$ cat src/rtl/dbg_port_pkg.sv
`timescale 1ns/1ps
package dbg_port_pkg;
  typedef enum logic [2:0] {
    S_HDR,
    S_HSEP,
    S_RDATA,
    S_RSEP,
    S_WDATA,
    S_WSEP
  } dbg_state_e;
endpackage

$ cat src/rtl/dbg_sync.sv
`timescale 1ns/1ps
module dbg_sync #(
  parameter int W      = 2,
  parameter int STAGES = 2
) (
  input  logic         clk,
  input  logic         rst,
  input  logic [W-1:0] d,
  output logic [W-1:0] q
);
  logic [W-1:0] stg [STAGES];

  for (genvar i = 0; i < STAGES; i++) begin : g_stage
    if (i == 0) begin : g_first
      always_ff @(posedge clk) begin
        if (rst) stg[0] <= '0;
        else     stg[0] <= d;
      end
    end else begin : g_next
      always_ff @(posedge clk) begin
        if (rst) stg[i] <= '0;
        else     stg[i] <= stg[i-1];
      end
    end
  end

  assign q = stg[STAGES-1];
endmodule

$ cat src/rtl/dbg_regfile.sv
`timescale 1ns/1ps
module dbg_regfile #(
  parameter int AW = 7,
  parameter int DW = 8
) (
  input  logic          clk,
  input  logic          wr_en,
  input  logic [AW-1:0] wr_addr,
  input  logic [DW-1:0] wr_data,
  input  logic [AW-1:0] rd_addr,
  output logic [DW-1:0] rd_data
);
  localparam int DEPTH = 1 << AW;
  logic [DW-1:0] mem [DEPTH];

  always_ff @(posedge clk) begin
    if (wr_en) mem[wr_addr] <= wr_data;
  end

  always_ff @(posedge clk) begin
    rd_data <= mem[rd_addr];
  end
endmodule

$ cat src/rtl/dbg_busack_gate.sv
`timescale 1ns/1ps
module dbg_busack_gate (
  input  logic clk,
  input  logic rst,
  input  logic cfg_we,
  input  logic cfg_val,
  input  logic idle,
  input  logic bus_req,
  output logic bus_ack
);
  logic en_q;

  always_ff @(posedge clk) begin
    if (rst)         en_q <= 1'b0;
    else if (cfg_we) en_q <= cfg_val;
  end

  always_ff @(posedge clk) begin
    if (rst) bus_ack <= 1'b0;
    else     bus_ack <= en_q & bus_req & idle;
  end

  p_no_ack_disabled_r8: assert property (@(posedge clk) disable iff (rst)
    !en_q |=> !bus_ack);

  p_ack_drop_r9: assert property (@(posedge clk) disable iff (rst)
    !bus_req |=> !bus_ack);
endmodule

$ cat src/rtl/dbg_serial_target.sv
`timescale 1ns/1ps
module dbg_serial_target
  import dbg_port_pkg::*;
#(
  parameter int DATA_W      = 8,
  parameter int RO_TOP      = 32,
  parameter int SYNC_STAGES = 2
) (
  input  logic              clk,
  input  logic              rst,
  input  logic              dbg_clk,
  input  logic              dbg_din,
  output logic              dbg_dout,
  output logic              dbg_oe,
  input  logic              bus_req,
  output logic              bus_ack,
  input  logic              ack_cfg_we,
  input  logic              ack_cfg_val,
  input  logic              pre_we,
  input  logic [DATA_W-2:0] pre_addr,
  input  logic [DATA_W-1:0] pre_data
);
  localparam int AW      = DATA_W - 1;
  localparam int DW      = DATA_W;
  localparam int CNT_W   = $clog2(DW);
  localparam int CNT_MAX = DW - 1;

  // debug clock and data brought into the system domain
  logic [1:0] sync_q;
  logic       clk_prev;
  logic       rise;
  logic       bit_in;

  dbg_sync #(.W(2), .STAGES(SYNC_STAGES)) u_sync (
    .clk (clk),
    .rst (rst),
    .d   ({dbg_clk, dbg_din}),
    .q   (sync_q)
  );

  always_ff @(posedge clk) begin
    if (rst) clk_prev <= 1'b0;
    else     clk_prev <= sync_q[1];
  end

  assign rise   = sync_q[1] & ~clk_prev;
  assign bit_in = sync_q[0];

  // transaction state
  dbg_state_e        state_q;
  logic [CNT_W-1:0]  cnt_q;
  logic [AW-1:0]     hdr_sh;
  logic [AW-1:0]     addr_q;
  logic [AW-1:0]     addr_nx;
  logic              rd_dir_q;
  logic [DW-1:0]     out_sh;
  logic [DW-1:0]     rd_q;
  logic              idle;
  logic              hdr_done;
  logic              last_bit;

  dbg_regfile #(.AW(AW), .DW(DW)) u_regs (
    .clk     (clk),
    .wr_en   (pre_we),
    .wr_addr (pre_addr),
    .wr_data (pre_data),
    .rd_addr (addr_q),
    .rd_data (rd_q)
  );

  always_comb begin
    if (addr_q < AW'(RO_TOP)) addr_nx = addr_q + AW'(1);
    else                      addr_nx = addr_q;
  end

  assign last_bit = (cnt_q == CNT_W'(CNT_MAX));
  assign idle     = (state_q == S_HDR) && (cnt_q == '0);
  assign hdr_done = (state_q == S_HDR) && rise && last_bit;

  always_ff @(posedge clk) begin
    if (rst) begin
      state_q  <= S_HDR;
      cnt_q    <= '0;
      hdr_sh   <= '0;
      addr_q   <= '0;
      rd_dir_q <= 1'b0;
      out_sh   <= '0;
      dbg_dout <= 1'b0;
      dbg_oe   <= 1'b0;
    end else if (rise) begin
      unique case (state_q)
        S_HDR: begin
          if (last_bit) begin
            addr_q   <= hdr_sh;
            rd_dir_q <= bit_in;
            cnt_q    <= '0;
            state_q  <= S_HSEP;
          end else begin
            hdr_sh <= {hdr_sh[AW-2:0], bit_in};
            cnt_q  <= cnt_q + CNT_W'(1);
          end
        end
        S_HSEP, S_RSEP: begin
          cnt_q <= '0;
          if (bit_in) begin
            state_q <= S_HDR;
          end else if (state_q == S_RSEP || rd_dir_q) begin
            out_sh   <= rd_q;
            dbg_dout <= rd_q[DW-1];
            dbg_oe   <= 1'b1;
            state_q  <= S_RDATA;
          end else begin
            state_q <= S_WDATA;
          end
        end
        S_RDATA: begin
          if (last_bit) begin
            cnt_q    <= '0;
            dbg_oe   <= 1'b0;
            dbg_dout <= 1'b0;
            addr_q   <= addr_nx;
            state_q  <= S_RSEP;
          end else begin
            cnt_q    <= cnt_q + CNT_W'(1);
            out_sh   <= {out_sh[DW-2:0], 1'b0};
            dbg_dout <= out_sh[DW-2];
          end
        end
        S_WDATA: begin
          if (last_bit) begin
            cnt_q   <= '0;
            state_q <= S_WSEP;
          end else begin
            cnt_q <= cnt_q + CNT_W'(1);
          end
        end
        S_WSEP: begin
          cnt_q   <= '0;
          state_q <= bit_in ? S_HDR : S_WDATA;
        end
        default: state_q <= S_HDR;
      endcase
    end
  end

  dbg_busack_gate u_gate (
    .clk     (clk),
    .rst     (rst),
    .cfg_we  (ack_cfg_we),
    .cfg_val (ack_cfg_val),
    .idle    (idle),
    .bus_req (bus_req),
    .bus_ack (bus_ack)
  );

  p_oe_in_data_r3: assert property (@(posedge clk) disable iff (rst)
    dbg_oe |-> (state_q == S_RDATA));

  p_hdr_released_r4: assert property (@(posedge clk) disable iff (rst)
    (state_q == S_HDR) |-> !dbg_oe);

  p_write_quiet_r7: assert property (@(posedge clk) disable iff (rst)
    (state_q == S_WDATA || state_q == S_WSEP) |-> !dbg_oe);

  p_step_one_r5: assert property (@(posedge clk) disable iff (rst)
    !hdr_done |=> (addr_q == $past(addr_q) || addr_q == $past(addr_q) + AW'(1)));

  p_sat_hold_r6: assert property (@(posedge clk) disable iff (rst)
    (addr_q >= AW'(RO_TOP) && !hdr_done) |=> $stable(addr_q));

  p_busy_no_grant_r8: assert property (@(posedge clk) disable iff (rst)
    !idle |=> !$rose(bus_ack));
endmodule

$ cat config.mk
export PLATFORM = sky130hd
export DESIGN_NAME = dbg_serial_target
export DESIGN_NICKNAME = d
export VERILOG_FILES = /design/src/rtl/dbg_port_pkg.sv /design/src/rtl/dbg_sync.sv /design/src/rtl/dbg_regfile.sv /design/src/rtl/dbg_busack_gate.sv /design/src/rtl/dbg_serial_target.sv
export SDC_FILE = /design/constraint.sdc
export NUM_CORES = 1
export LEC_CHECK = 0
export ABC_AREA = 0
export BUFFER_PORTS_ARGS = -buffer_cell sky130_fd_sc_hd__buf_2
export CAP_MARGIN = 20
export CORE_MARGIN = 1.5
export CORE_UTILIZATION = 45
export DETAILED_ROUTE_END_ITERATION = 7
export PLACE_DENSITY = 0.6
export SYNTH_ARGS = -nofsm -noshare
export SYNTH_HDL_FRONTEND = slang
export SYNTH_HIERARCHICAL = 1
export SYNTH_SLANG_ARGS = --single-unit
$ cat constraint.sdc
create_clock -name clk -period 8.1 [get_ports clk]
set_input_delay 0 -clock clk [delete_from_list [all_inputs] [get_ports clk]]
set_output_delay 0 -clock clk [all_outputs]
set_load 0.03 [all_outputs]
Yosys cells after proc, flatten, opt, wreduce, memory -nomap -nowiden
Memory sizes are Yosys's and may differ from the RTL's. A register that Yosys moved wholly into a read port is not among the register bits.
Cells that the tools add are included.
Operators by class
  $add $sub $neg: 2
  multipliers: 0
  div/mod/pow operators: 0
  $lt $le $gt $ge: 1
  equality and inequality tests: 13
  shift operators: 0
  mux-type cells: 32
  bitwise operators: 7
  reduce and logical (&&, ||, !) cells: 18
Operators by type and width (number)
  7-bit two-way mux: 6
  7-bit one-hot mux with 2 select lines: 2
  3-bit two-way mux: 7
  3-bit one-hot mux with 5 select lines: 1
  5-bit AND reduction: 3
  2-bit inequality test (second input constant): 7
  1-bit two-way mux: 11
  3-bit equality test (second input constant): 3
  4-bit AND reduction: 2
  7-bit by 1-bit adder with 7-bit output (second input constant): 1
  7-bit by 6-bit < comparator with 1-bit output (second input constant): 1
  3-bit by 2-bit equality test with 1-bit output (second input constant): 2
  3-bit zero test: 2
  3-bit one-hot mux with 2 select lines: 1
  3-bit AND reduction: 2
  2-bit nonzero test: 3
  3-bit OR reduction: 2
  2-bit two-way mux: 2
  1-bit one-hot mux with 2 select lines: 2
  3-bit by 1-bit adder with 3-bit output (second input constant): 1
  1-bit AND: 3
  3-bit by 1-bit equality test with 1-bit output (second input constant): 1
  1-bit inverter: 2
  1-bit bitwise OR: 2
  other kinds (4): 4
Word-level totals
  register bits after elaboration: 33
  latch bits: 0
  bits in writable memories: 1028
  bits in read-only memories: 0
  input port bits: 23
  output and inout bits: 3
  word-level logic and storage cells: 86
  memories kept: 2
Memory list
  u_regs.mem: depth 128, width 8, rd ports 1, clocked after Yosys merged registers in 1, wr ports 1, RTL line dbg_regfile.sv:14  | logic [DW-1:0] mem [DEPTH];
  u_sync.stg: depth 2, width 2, rd ports 2, clocked after Yosys merged registers in 0, wr ports 2, RTL line dbg_sync.sv:11  | logic [W-1:0] stg [STAGES];

Longest topological paths before layout
Gate-level depths: netlist of run 1.
  depth in word-level cells: 5
  mapped depth: 7
  depth with buffers taken out: 5

By module
The synthesis of run 1 kept the hierarchy.
Modules (own cells, without submodules)
  dbg_regfile: instances 1, cells each 1635, area each 39665.5 um2, seq. area each 30909.6 um2
  dbg_serial_target: instances 1, cells each 182, area each 1559.0 um2, seq. area each 620.6 um2
  dbg_sync: instances 1, cells each 8, area each 105.1 um2, seq. area each 80.1 um2
  dbg_busack_gate: instances 1, cells each 5, area each 63.8 um2, seq. area each 40.0 um2

Worst setup path before layout of run 1
OpenSTA, ideal clock, no wires.
  path kind: register -> register
  from: register addr_q[0]
  to: register u_regs.rd_data[0] (read register of u_regs.mem)
  library setup time: 121 ps
  arrival: 2762 ps
  path slack: 5218 ps
  stages on the path, launching flop included: 7
  period minus slack after synthesis: 2882 ps
  cell sequence: dfxtp_1 -> clkbuf_1 -> buf_1 -> mux4_2 -> mux4_2 -> mux4_2 -> mux2_2
RTL lines
  start, declared: RTL line dbg_serial_target.sv:53  | logic [AW-1:0] addr_q;
  start signal, assigned: RTL line dbg_serial_target.sv:94  | addr_q <= hdr_sh;
  start signal, assigned: RTL line dbg_serial_target.sv:121  | addr_q <= addr_nx;
  end, declared: RTL line dbg_regfile.sv:11  | output logic [DW-1:0] rd_data

==> impl_metrics.env, run 1 <==
export IMPL_ys_top_cells_by_count="edfxtp_1, mux4_2, nor2_1"
export IMPL_maxCapViolCount=0
export IMPL_die_h_um=306.3
export IMPL_antenna_found_initial=7
export IMPL_track_usage=0.2072
export IMPL_fin_crit_sh=0.4730
export IMPL_dpl_hpwl_mm=56.99
export IMPL_stdcell_count=3210
export IMPL_synth_top_cell_by_area="edfxtp_1"
export IMPL_slew_viol_final=0
export IMPL_grt_max_degree=121
export IMPL_tightest_slew_ns=1.136
export IMPL_synth_flop_cell="edfxtp_1"
export IMPL_first_global_vias=19555
export IMPL_async_reset_ff_frac=0
export IMPL_synth_fp_nets=1857
export IMPL_fmax_ghz=0.2610
export IMPL_hp_class="primary input to flip-flop"
export IMPL_h_tree_depth=3
export IMPL_nets=1963
export IMPL_dieWidth_um=306.3
export IMPL_wl_met2_mm=46.32
export IMPL_clock_skew_final_ns=0.02981
export IMPL_met3_length_mm=7.357
export IMPL_yosysMostFrequentCell="edfxtp_1"
export IMPL_leakage_uw=0.01390
export IMPL_fin_hold_ws_ns=0.07210
export IMPL_hold_viol=0
export IMPL_ant_nets=0
export IMPL_synthDistinctLibCells=45
export IMPL_drc_errors=0
export IMPL_drive_above_1_share=0.2905
export IMPL_first_iter_violations=2459
export IMPL_clk_latency_ns=0.68
export IMPL_overflow=0
export IMPL_slew_limit_headroom=0.2401
export IMPL_critPathCaptureType="flip-flop"
export IMPL_synth_top_cells_by_area="edfxtp_1, mux4_2, dfxtp_1, nor2_1, clkbuf_1"
export IMPL_cts_resized=0
export IMPL_setup_tns_ns=0
export IMPL_synth_top_area_frac=0.7429
export IMPL_vias=19330
export IMPL_rr_worst_depth=5
export IMPL_holdPathStages=3
export IMPL_viasPerCell=6.022
export IMPL_topRoutingLayerUsed="met5"
export IMPL_cp_start_kind="flip-flop"
export IMPL_startpoint="addr_q[2]"
export IMPL_clk_pin_slew_ns=0.06
export IMPL_synth_seq_cells=1069
export IMPL_timing_rr_end="u_regs/rd_data[6]"
export IMPL_start_util=0.4530
export IMPL_wirelength_met1_mm=39.96
export IMPL_irDropWorstVdd_v=0.0001763
export IMPL_syn_area_per_cell_sq_um=22.62
export IMPL_num_io_pins=26
export IMPL_grt_pass1_wl_mm=138.9
export IMPL_r2r_setup_slack_ns=4.27
export IMPL_core_area_sq_mm=0.09139
export IMPL_routed_wirelength_mm=95.86
export IMPL_hold_start="pre_addr[5]"
export IMPL_cts_tree="done"
export IMPL_synth_cells=1830
export IMPL_die_area_sq_mm=0.09381
export IMPL_syn_area_sq_mm=0.04139
export IMPL_numPortBuffers=25
export IMPL_cts_root_buf="clkbuf_16"
export IMPL_yosysWarnings=6
export IMPL_dp_cells=2988
export IMPL_powerDensity_mw_per_mm2=238.1
export IMPL_place_congestion=0.8160
export IMPL_firstDrtPassIters=6
export IMPL_status="finished clean"
export IMPL_cts_buffer_depth=3
export IMPL_cp_data_arrival_time_ns=4.40
export IMPL_clkSinkCount=1069
export IMPL_cts_made_buffers=108
export IMPL_holdPathEnd="u_regs/mem[98][1]"
export IMPL_setup_violations=0
export IMPL_required_ns=8.67
export IMPL_yosysSeqAreaShare=0.7646
export IMPL_drt_wirelength_per_cell_um=29.86
export IMPL_rsz0062_at_grt="false"
export IMPL_std_cell_rows=111
export IMPL_cp_max_fo=120
export IMPL_synth_edf_count=1024
export IMPL_crit_type="flip-flop to flip-flop"
export IMPL_worstReg2RegStart="addr_q[2]"
export IMPL_finalCriticalPeriod_ns=3.831
export IMPL_area_growth_pct=12.87
export IMPL_total_power_uw=11120
==> cell type report <==
| cell class | count | area [sq um] |
|---|---|---|
| Clock inverter | 70 | 696.9 |
| Clock buffer | 125 | 2766 |
| Multi-Input combinational cell | 654 | 9260 |
| Antenna cell | 3 | 7.507 |
| Tap cell | 1186 | 1484 |
| Timing Repair Buffer | 100 | 829.5 |
| Fill cell | 7075 | 44660 |
| Sequential cell | 1069 | 31670 |
| Inverter | 3 | 11.26 |
==> power breakdown <==
part | internal [uW] | leakage (uW) | switching, uW
combinational | 29.8 | 0.00262 | 132
sequential | 6070 | 0.00958 | 5.76
clock | 2800 | 0.00170 | 2090
==> stage by stage <==
step | cell area, sq um | utilization | setup WS, ns
finish | 46720 | 0.5113 | 4.269
detailed placement | 43010 | 0.4706 | 4.243
floorplan | 41390 | - | 5.218
global route | 46710 | 0.5112 | 4.096
global placement | 42940 | 0.4699 | 4.207
CTS | 46700 | 0.5110 | 4.228
==> logic make-up after synthesis <==
family | Yosys count | share of synthesized area
buffers and inverters | 107 | 0.01215
DFF | 1069 | 0.7646
adders and majority gates | 4 | 0.001209
AOI/OAI and AO/OA | 46 | 0.007466
muxes | 354 | 0.1874
and+or+nand+nor | 250 | 0.02714
==> metal layers <==
layer  vias up  GRT usage
met5         -          0
met4         2    0.05503
met3       135    0.04058
met2       786     0.3262
met1     10475     0.2988
li1       7932          -
==> placed cells by master, fill, tap and decap left out, types with 4 or more instances in the layout <==
master,count
nor3_1,11
a311oi_1,7
nand2b_1,6
a21oi_1,21
ha_1,4
mux2i_1,10
buf_4,50
buf_6,7
clkbuf_16,108
nand3_1,14
mux2_2,8
dfxtp_1,41
o21ai_0,8
buf_2,17
nor2b_1,13
clkinv_2,21
nand2_1,39
nand4_1,4
nor2_1,137
and2_0,4
dlygate4sd3_1,23
edfxtp_1,1024
clkbuf_1,17
clkinv_8,4
bufinv_16,11
mux4_2,336
clkinv_1,27
dfxtp_4,4
==> sequential cells by signal, indices dropped and copies added (netlist names) <==
register / count
dbg_dout: 1
cnt_q: 3
clk_prev: 1
u_regs/rd_data: 8
u_sync/stg: 4
dbg_oe: 1
state_q: 3
rd_dir_q: 1
u_gate/en_q: 1
u_gate/bus_ack: 1
addr_q: 7
out_sh: 7
hdr_sh: 7
u_regs/mem: 1024
==> how the worst max path moves through the flow <==
stage / end / slack [ns] / depth (start not counted)
floorplan: u_regs/rd_data[0] / 5.22 / 6
global placement: u_regs/rd_data[4] / 4.21 / 5
detailed placement: u_regs/rd_data[1] / 4.24 / 5
CTS: u_regs/rd_data[4] / 4.23 / 5
global route: u_regs/rd_data[6] / 4.10 / 5
finish: u_regs/rd_data[6] / 4.27 / 5
==> worst max-delay path: stages, from the launching register on <==
cell and delay, ns:
dfxtp_4 0.97, buf_12 0.52, mux4_2 0.44, mux4_2 0.58, mux4_2 0.60, mux2_2 0.30
==> timing repair <==
item                      in CTS  in global routing
hold buffers                  23                  0
setup buffers                  0                  0
hold endpoints to repair     430                  0
(Power assumes the default switching activity.)
==> run 2: changes to the inputs <==
==> constraint.sdc (replaced) <==
create_clock -name clk -period 3.9 [get_ports clk]
set_input_delay 0 -clock clk [delete_from_list [all_inputs] [get_ports clk]]
set_output_delay 0 -clock clk [all_outputs]
set_load 0.03 [all_outputs]
==> run 2 against run 1 <==
Net effect: critical path depth is 1 higher; register-to-register slack got worse by 3.6 ns; final cell count increased by 2.3%; routed wire length up 1.1%; global-route usage increased by 0.20 points; first-iteration DRC count up 1.5%; clock skew about the same; largest power group unchanged.
==> impl_metrics.env, run 2 (synthesized netlist as in run 1, its figures left out) <==
export IMPL_leakage_uw=0.01421
export IMPL_crit_chain="buf_12 > buf_4 > mux4_2 > mux4_2 > mux4_2 > mux2_2"
export IMPL_die_area_sq_mm=0.09381
export IMPL_timing_critical_path_mode_cell="mux4_2"
export IMPL_cts_made_buffers=109
export IMPL_std_cell_rows=111
export IMPL_dieWidth_um=306.3
export IMPL_drt_wirelength_per_cell_um=29.51
export IMPL_cts_root_buf="clkbuf_16"
export IMPL_clock_skew_final_ns=0.03007
export IMPL_required_ns=4.46
export IMPL_top_usage_layer="met2"
export IMPL_grt_pass1_wl_mm=140.7
export IMPL_clk_latency_ns=0.70
export IMPL_final_cell_mix="edfxtp_1, mux4_2, nor2_1"
export IMPL_worstReg2RegStart="addr_q[0]"
export IMPL_cts_resized=0
export IMPL_maxCapViolCount=0
export IMPL_vias=19454
export IMPL_regArea_sq_mm=0.03167
export IMPL_cp_start_kind="flip-flop"
export IMPL_regMostFlops="u_regs/mem"
export IMPL_finish_instance_area_sq_mm=0.04723
export IMPL_cts_buffer_depth=3
export IMPL_stdcell_count=3283
export IMPL_hp_class="primary input to flip-flop"
export IMPL_antenna_found_initial=7
export IMPL_hold_viol=0
export IMPL_ant_nets=0
export IMPL_setup_tns_ns=0
export IMPL_slew_limit_headroom=0.2138
export IMPL_dpl_hpwl_mm=59.50
export IMPL_powerDensity_mw_per_mm2=484.4
export IMPL_grt_max_degree=98
export IMPL_numPortBuffers=25
export IMPL_first_global_vias=19628
export IMPL_routed_wirelength_mm=96.87
export IMPL_place_area_sq_mm=0.04363
export IMPL_rr_worst_depth=6
export IMPL_cts_tree="done"
export IMPL_r2r_setup_slack_ns=0.64
export IMPL_timing_rr_end="u_regs/rd_data[5]"
export IMPL_holdPathStages=1
export IMPL_tightest_slew_ns=1.175
export IMPL_setup_violations=0
export IMPL_cp_data_arrival_time_ns=3.82
export IMPL_rsz0062_at_grt="false"
export IMPL_holdPathEnd="u_regs/mem[34][6]"
export IMPL_fmax_ghz=0.3065
export IMPL_h_tree_depth=3
export IMPL_overflow=0
export IMPL_start_util=0.4530
export IMPL_crit_type="flip-flop to flip-flop"
export IMPL_slew_viol_final=0
export IMPL_area_growth_pct=14.10
export IMPL_die_h_um=306.3
export IMPL_hold_start="pre_data[6]"
export IMPL_viasPerCell=5.926
export IMPL_nets=2026
export IMPL_core_area_sq_mm=0.09139
export IMPL_first_iter_violations=2495
export IMPL_num_io_pins=26
export IMPL_layout_commonest_cell="edfxtp_1"
export IMPL_finalCriticalPeriod_ns=3.263
export IMPL_status="finished clean"
export IMPL_critPathCaptureType="flip-flop"
export IMPL_clk_pin_slew_ns=0.06
export IMPL_drive_above_1_share=0.3102
export IMPL_firstDrtPassIters=5
export IMPL_hold_buffers=19
export IMPL_grt_met3_usage=0.03532
export IMPL_slowest_stage="dfxtp_4"
export IMPL_nFillCells=7049
export IMPL_drc_errors=0
export IMPL_clkSinkCount=1069
export IMPL_place_congestion=0.8277
export IMPL_largest_reg_flops=1024
export IMPL_multi_input_area_sq_mm=0.009250
export IMPL_cp_max_fo=39
export IMPL_reg_top3="u_regs/mem (1024), u_regs/rd_data (8)"
export IMPL_met2_usage=0.3265
export IMPL_track_usage=0.2092
export IMPL_irDropWorstVdd_v=0.0003624
export IMPL_cts_setup_buffers=0
export IMPL_fin_crit_sh=0.8366
export IMPL_max_stage_delay_ns=0.68
export IMPL_gr_usage_met1=0.3097
export IMPL_dp_cells=3055
## run 2: cell types whose count changed in the layout (fill, tap and decap cells not counted), sizes merged
cell	previous run	this run
clkinvlp	1	4
clkinv	54	57
bufinv	11	7
clkbuf	125	133
dlygate4sd3	23	19
diode	3	5
buf	77	143
inv	7	6
## run 2: final cells by class
type	instances	area share
Tap cell	1186	0.03142
Multi-Input combinational cell	654	0.1959
Timing Repair Buffer	162	0.02983
Inverter	3	0.0002384
Clock buffer	133	0.05966
Clock inverter	71	0.01227
Antenna cell	5	0.0002649
Sequential cell	1069	0.6705
## run 2: worst max-delay path, delay by kind of cell (launching register included)
family                 cells  cell delay (ns)
buffers and inverters      2             0.62
DFF                        1             0.68
muxes                      4             1.81
## run 2: stage by stage
stage | setup slack, ns | power, uW | util | hold slack, ns
2_1_floorplan | 1.018 | 12940 | - | 0.07161
3_3_place_gp | 0.6373 | 13190 | 0.4774 | 0.2459
3_5_place_dp | 0.6256 | 13210 | 0.4774 | 0.2471
4_1_cts | 0.6074 | 23100 | 0.5167 | 0.003498
5_1_grt | 0.5163 | 23520 | 0.5167 | 0.02014
6_report | 0.6373 | 22880 | 0.5168 | 0.003332
## run 2: per-layer routing
layer  part of all wire  vias to the layer above
met5            0.00013                        -
met4              0.020                        2
met3              0.065                      127
met2               0.48                      711
met1               0.43                    10532
li1                   -                     8082
## run 2: how the worst max path moves through the flow
stage | startpoint | to | cells after the start
2_1_floorplan | addr_q[0] | u_regs/rd_data[0] | 6
5_1_grt | addr_q[0] | u_regs/rd_data[5] | 6
4_1_cts | addr_q[0] | u_regs/rd_data[5] | 6
6_report | addr_q[0] | u_regs/rd_data[5] | 6
3_3_place_gp | addr_q[0] | u_regs/rd_data[5] | 6
3_5_place_dp | addr_q[0] | u_regs/rd_data[1] | 6
## run 2: power breakdown
group	switching, uW	leakage [uW]	internal, uW
clock	4300	0.00165	5600
combinational	282	0.00299	63.8
sequential	12.4	0.00958	12600
